File: config.mk
export PLATFORM = sky130hd
export DESIGN_NAME = tmr_count_core
export DESIGN_NICKNAME = d
export VERILOG_FILES = /design/src/rtl/tmr_count_pkg.sv /design/src/rtl/tmr_count_ctrl.sv /design/src/rtl/tmr_count_dp.sv /design/src/rtl/tmr_count_core.sv
export SDC_FILE = /design/constraint.sdc
export NUM_CORES = 1
export LEC_CHECK = 0
export BUFFER_PORTS_ARGS = -buffer_cell sky130_fd_sc_hd__buf_4
export CAP_MARGIN = 20
export CORE_MARGIN = 10
export CORE_UTILIZATION = 50
export DETAILED_ROUTE_END_ITERATION = 10
export PLACE_DENSITY = 0.91
export SLEW_MARGIN = 20
export SYNTH_ARGS = -nofsm -noshare
export SYNTH_HDL_FRONTEND = slang
export SYNTH_SLANG_ARGS = --single-unit
File: constraint.sdc
create_clock -name clk -period 2.8 [get_ports clk]
set_input_delay 0.28 -clock clk [delete_from_list [all_inputs] [get_ports clk]]
set_output_delay 0.28 -clock clk [all_outputs]
set_load 0.01 [all_outputs]
File: src/rtl/tmr_count_pkg.sv
package tmr_count_pkg;
  localparam int CNT_W = 16;

  typedef struct packed {
    logic doLoad;
    logic doClear;
    logic doInc;
    logic doDec;
    logic wrapZero;
  } cnt_strobe_t;
endpackage

File: src/rtl/tmr_count_ctrl.sv
module tmr_count_ctrl
  import tmr_count_pkg::*;
(
  input  logic        clk,
  input  logic        rstN,
  input  logic        tickEn,
  input  logic        runEn,
  input  logic        countDown,
  input  logic        clearReq,
  input  logic        loadEn,
  input  logic        wrapAtTop,
  input  logic        ovfClr,
  input  logic        hitTop,
  input  logic        hitMax,
  input  logic        hitOne,
  output cnt_strobe_t strb,
  output logic        ovfFlag
);
  logic stepOk;
  logic setOvf;

  always_comb begin
    stepOk        = runEn & tickEn & ~loadEn;
    strb.doLoad   = loadEn;
    strb.doClear  = stepOk & clearReq;
    strb.doInc    = stepOk & ~clearReq & ~countDown;
    strb.doDec    = stepOk & ~clearReq & countDown;
    strb.wrapZero = strb.doInc & ((hitTop & wrapAtTop) | hitMax);
    setOvf        = strb.wrapZero | (strb.doDec & hitOne);
  end

  always_ff @(posedge clk or negedge rstN) begin
    if (!rstN)       ovfFlag <= 1'b0;
    else if (setOvf) ovfFlag <= 1'b1;
    else if (ovfClr) ovfFlag <= 1'b0;
  end


  ovf_set_chk: assert property (@(posedge clk) disable iff (!rstN)
    (strb.doDec && hitOne) |=> ovfFlag);

  ovf_clr_chk: assert property (@(posedge clk) disable iff (!rstN)
    (ovfClr && !strb.wrapZero && !(strb.doDec && hitOne)) |=> !ovfFlag);

  ovf_sticky_chk: assert property (@(posedge clk) disable iff (!rstN)
    (ovfFlag && !ovfClr) |=> ovfFlag);

  strobe_excl_chk: assert property (@(posedge clk) disable iff (!rstN)
    $onehot0({strb.doLoad, strb.doClear, strb.doInc, strb.doDec}));
endmodule

File: src/rtl/tmr_count_dp.sv
module tmr_count_dp
  import tmr_count_pkg::*;
#(
  parameter int W      = CNT_W,
  parameter int FIX_LO = 8,
  parameter int FIX_MD = 9,
  parameter int FIX_HI = 10
) (
  input  logic         clk,
  input  logic         rstN,
  input  cnt_strobe_t  strb,
  input  logic [W-1:0] loadVal,
  input  logic [2:0]   topSel,
  input  logic [W-1:0] cmpA,
  input  logic [W-1:0] capVal,
  output logic [W-1:0] count,
  output logic         atTop,
  output logic         atBottom,
  output logic         hitMax,
  output logic         hitOne
);
  localparam int NFIX = 3;
  localparam logic [W-1:0] ALL_ONES = {W{1'b1}};
  localparam int FIX_BITS [NFIX] = '{FIX_LO, FIX_MD, FIX_HI};

  logic [W-1:0] fixTop [NFIX];
  logic [W-1:0] topVal;
  logic [W-1:0] nextCnt;

  for (genvar g = 0; g < NFIX; g++) begin : g_fix
    assign fixTop[g] = ALL_ONES >> (W - FIX_BITS[g]);
  end

  always_comb begin
    unique case (topSel)
      3'd0:    topVal = fixTop[0];
      3'd1:    topVal = fixTop[1];
      3'd2:    topVal = fixTop[2];
      3'd3:    topVal = cmpA;
      3'd4:    topVal = capVal;
      default: topVal = ALL_ONES;
    endcase
  end

  always_comb begin
    atTop    = (count == topVal);
    atBottom = (count == '0);
    hitMax   = (count == ALL_ONES);
    hitOne   = (count == W'(1));
  end

  always_comb begin
    nextCnt = count;
    if (strb.doLoad)                          nextCnt = loadVal;
    else if (strb.doClear || strb.wrapZero)   nextCnt = '0;
    else if (strb.doInc)                      nextCnt = count + W'(1);
    else if (strb.doDec)                      nextCnt = count - W'(1);
  end

  always_ff @(posedge clk or negedge rstN) begin
    if (!rstN) count <= '0;
    else       count <= nextCnt;
  end


  load_prio_chk: assert property (@(posedge clk) disable iff (!rstN)
    strb.doLoad |=> (count == $past(loadVal)));

  hold_chk: assert property (@(posedge clk) disable iff (!rstN)
    !(strb.doLoad || strb.doClear || strb.doInc || strb.doDec) |=> $stable(count));

  clear_chk: assert property (@(posedge clk) disable iff (!rstN)
    strb.doClear |=> atBottom);

  wrap_chk: assert property (@(posedge clk) disable iff (!rstN)
    strb.wrapZero |=> atBottom);

  dec_chk: assert property (@(posedge clk) disable iff (!rstN)
    strb.doDec |=> (count == $past(count) - W'(1)));
endmodule

File: src/rtl/tmr_count_core.sv
module tmr_count_core
  import tmr_count_pkg::*;
(
  input  logic             clk,
  input  logic             rstN,
  input  logic             tickEn,
  input  logic             runEn,
  input  logic             countDown,
  input  logic             clearReq,
  input  logic             loadEn,
  input  logic [CNT_W-1:0] loadVal,
  input  logic [2:0]       topSel,
  input  logic             wrapAtTop,
  input  logic [CNT_W-1:0] cmpA,
  input  logic [CNT_W-1:0] capVal,
  input  logic             ovfClr,
  output logic [CNT_W-1:0] count,
  output logic             atTop,
  output logic             atBottom,
  output logic             ovfFlag
);
  cnt_strobe_t strb;
  logic hitMax;
  logic hitOne;

  tmr_count_ctrl u_ctrl (
    .clk(clk), .rstN(rstN), .tickEn(tickEn), .runEn(runEn),
    .countDown(countDown), .clearReq(clearReq), .loadEn(loadEn),
    .wrapAtTop(wrapAtTop), .ovfClr(ovfClr), .hitTop(atTop),
    .hitMax(hitMax), .hitOne(hitOne), .strb(strb), .ovfFlag(ovfFlag)
  );

  tmr_count_dp #(.W(CNT_W)) u_dp (
    .clk(clk), .rstN(rstN), .strb(strb), .loadVal(loadVal),
    .topSel(topSel), .cmpA(cmpA), .capVal(capVal), .count(count),
    .atTop(atTop), .atBottom(atBottom), .hitMax(hitMax), .hitOne(hitOne)
  );
endmodule

==> flow_summary.toml <==
[yosys]
synth_fp_nets = 336
postSynthCellCount = 272
synth-edff-count = 0
synth_area_leaders = "dfrtp_1 21%, o21ai_0 5.6%, a21oi_1 4.9%, nand2_1 4.0%, a22oi_1 3.3%"
ys_seq_area_frac = 0.208
ys.flop_type = "dfrtp_1"
ys_ff_latch = 17
netlist_area_um2 = 2050
yosysTopAreaCellShare = 0.208
synth_cell_types = 60
ys_warn_count = 0
async_flop_share = 1.00
syn_area_per_cell_um2 = 7.53
synth_top_cell_by_area = "dfrtp_1"

[grt]
use_met2 = 0.326
grt_overflow = 0
grt-busiest-layer = "met2"
grtUsageMet1 = 0.216
grt_pass1_wl_mm = 11.4
grt_max_degree = 27
grt_use_total = 0.186
use_met3 = 0.0400
grt_antenna_before_repair = 0
grt_pass1_vias = 2396

[power]
leakagePower_uw = 0.00119
switching_share = 0.375
pwr-share-comb = 0.456
switchingPower_uw = 356
seqPwrFrac = 0.346
power_density_nw_per_um2 = 349
clockPowerShare = 0.197
p_int_uw = 595
vdd_drop_max_mv = 0.354

[place]
dpl.hpwl_mm = 5.61
globalplace.congestion = 0.931
place_inst = 390
port_buffers = 78
pre_cts_slack_ps = 2.51
postPlaceCellArea_um2 = 2680

[critical_path]
slowest_stage = "dfrtp_1"
path_max_fanout = 10
cp.arrival_ps = 2390
path_cells = "or3_1 > or4_1 > nor4_1 > and2_1 > buf_4"
worst_setup_path_start_kind = "register"
worst_setup_path_end_kind = "output port"
r2r_cells = 8
path_class = "register to output port"
cpPeakStageDelay_ps = 500
cp_data_required_time_ps = 2520

[floorplanning]
start_util = 0.515
ios = 79
fp.dieArea_um2 = 7050
die_w_um = 84.0
die-height_um = 84.0
coreArea_um2 = 3970
num_rows = 23

[flow_run]
maxCapViolations = 0

[clock_tree]
post_cts_resized = 0
cts_sinks = 17
cts_tree = "done"
cts_buffer_depth = 2
cts_setup_buffers = 0
clkLatencyLatePin_ps = 260
cts_root_buffer = "clkbuf_8"
h-tree-depth = 1
clk_pin_slew_ps = 70
numCtsBuffers = 3

[sta]
period_needed_ps = 2670
rsz0062_at_grt = "no"
fin_tns_setup_ps = 0
tightestPinTransition_ps = 443
timing.final.max_slew_violations = 0
finalSetupViolations = 0
max_clock_freq_mhz = 375
period_share = 0.952
final-hold-violation-count = 0
fin_ws_ps = 134
finalClockSkew_ps = 3.12
slew_headroom = 0.702

[detailed_routing]
firstDrtPassIters = 6
dr.first_iter.drc_count = 209
vias_per_cell = 6.33
drc = 0
avgRoutedWirePerCell_um = 18.1
antenna_left = 0
drt_wl_total_mm = 7.14
vias = 2501

[final_layout]
syn_to_final_growth_pct = 33.4
drive_gt1_frac = 0.304
antenna_cells = 0
instances_no_fill = 395
fin_area_um2 = 2730
nNetsFinal = 410

[min_path]
min_path_cells = 2
hold_path_class = "input pin to register"

[outcome]
status = "completed"
==> cell usage in the layout (no fill, tap or decap), types with 7 or more instances in the layout <==
master,instances
o21ai_0,23
nor2_1,16
nor3_1,12
nor4b_1,7
nand4_1,8
a22oi_1,9
inv_1,13
buf_4,89
or3_1,7
a21oi_1,20
nand2_1,22
dfrtp_1,17
nand3_1,8
==> path summary, 6_finish.rpt <==
| check | start | to | slack [ps] |
|---|---|---|---|
| max | u_dp.count[2] | atBottom | 130 |
| min | ovfClr | u_ctrl.ovfFlag | 220 |
| max reg2reg | u_dp.count[2] | u_dp.count[15] | 260 |
| min reg2reg | u_ctrl.ovfFlag | u_ctrl.ovfFlag | 550 |
| max in group asynchronous | rstN | u_dp.count[0] | 2190 |
| min in group asynchronous | rstN | u_dp.count[11] | 420 |
==> registers in the layout, summed over array words and instances, names as in the netlist <==
name            count
u_dp.count         16
u_ctrl.ovfFlag      1
==> logic make-up (layout without fill, tap and decap cells) <==
family | Yosys count | after routing | share of synthesized area
xor+xnor | 4 | 4 | 0.0171
fa+ha+maj | 4 | 4 | 0.0245
simple gates | 114 | 114 | 0.344
buf+inv | 36 | 109 | 0.0856
compound gates | 95 | 95 | 0.312
flops | 17 | 17 | 0.208
mux | 2 | 2 | 0.00978
==> through the flow <==
stage | power [uW] | hold slack [ps] | utilization
final | 952 | 220 | 0.687
after CTS | 947 | 225 | 0.687
after global placement | 750 | 154 | 0.674
after global routing | 1010 | 226 | 0.687
after detailed placement | 761 | 156 | 0.674
after floorplan | 565 | -15.6 | -
==> area by class of cell <==
class | count | area, um2
Fill cell | 354 | 1240
Clock buffer | 4 | 45.0
Tap cell | 50 | 62.6
Timing Repair Buffer | 91 | 698
Sequential cell | 17 | 425
Multi-Input combinational cell | 219 | 1450
Inverter | 14 | 52.6
==> per-layer routing <==
layer	vias to the layer above	wire length (um)
li1	1188	-
met3	18	505
met5	-	0
met4	0	138
met1	1168	2870
met2	127	3620
==> Yosys cell counts (7+ instances only) <==
cell / n
o21ai_0: 23
nand2_1: 22
a21oi_1: 20
dfrtp_1: 17
nor2_1: 16
clkbuf_1: 13
inv_1: 13
nor3_1: 12
a22oi_1: 9
nand3_1: 8
nand4_1: 8
nor4b_1: 7
or3_1: 7
==> repair_timing <==
action / in CTS / in global routing
hold buffers: 1 / 0
endpoints found under the setup margin: 0 / 0
hold endpoints to repair: 17 / 0
==> worst max-delay path: cells and delay by family (launching register included) <==
kind	cells	cell delay (ps)
flops	1	500
simple gates	4	1510
buf+inv	1	120
==> power groups by stage <==
| stage | sequential [uW] | clock [uW] | combinational (uW) |
|---|---|---|---|
| floorplan | 327 | 0 | 237 |
| global placement | 332 | 0 | 418 |
| detailed placement | 333 | 0 | 429 |
| CTS | 329 | 186 | 432 |
| global route | 336 | 196 | 474 |
| finish | 330 | 188 | 434 |
Power figures use the tool's default switching activity.
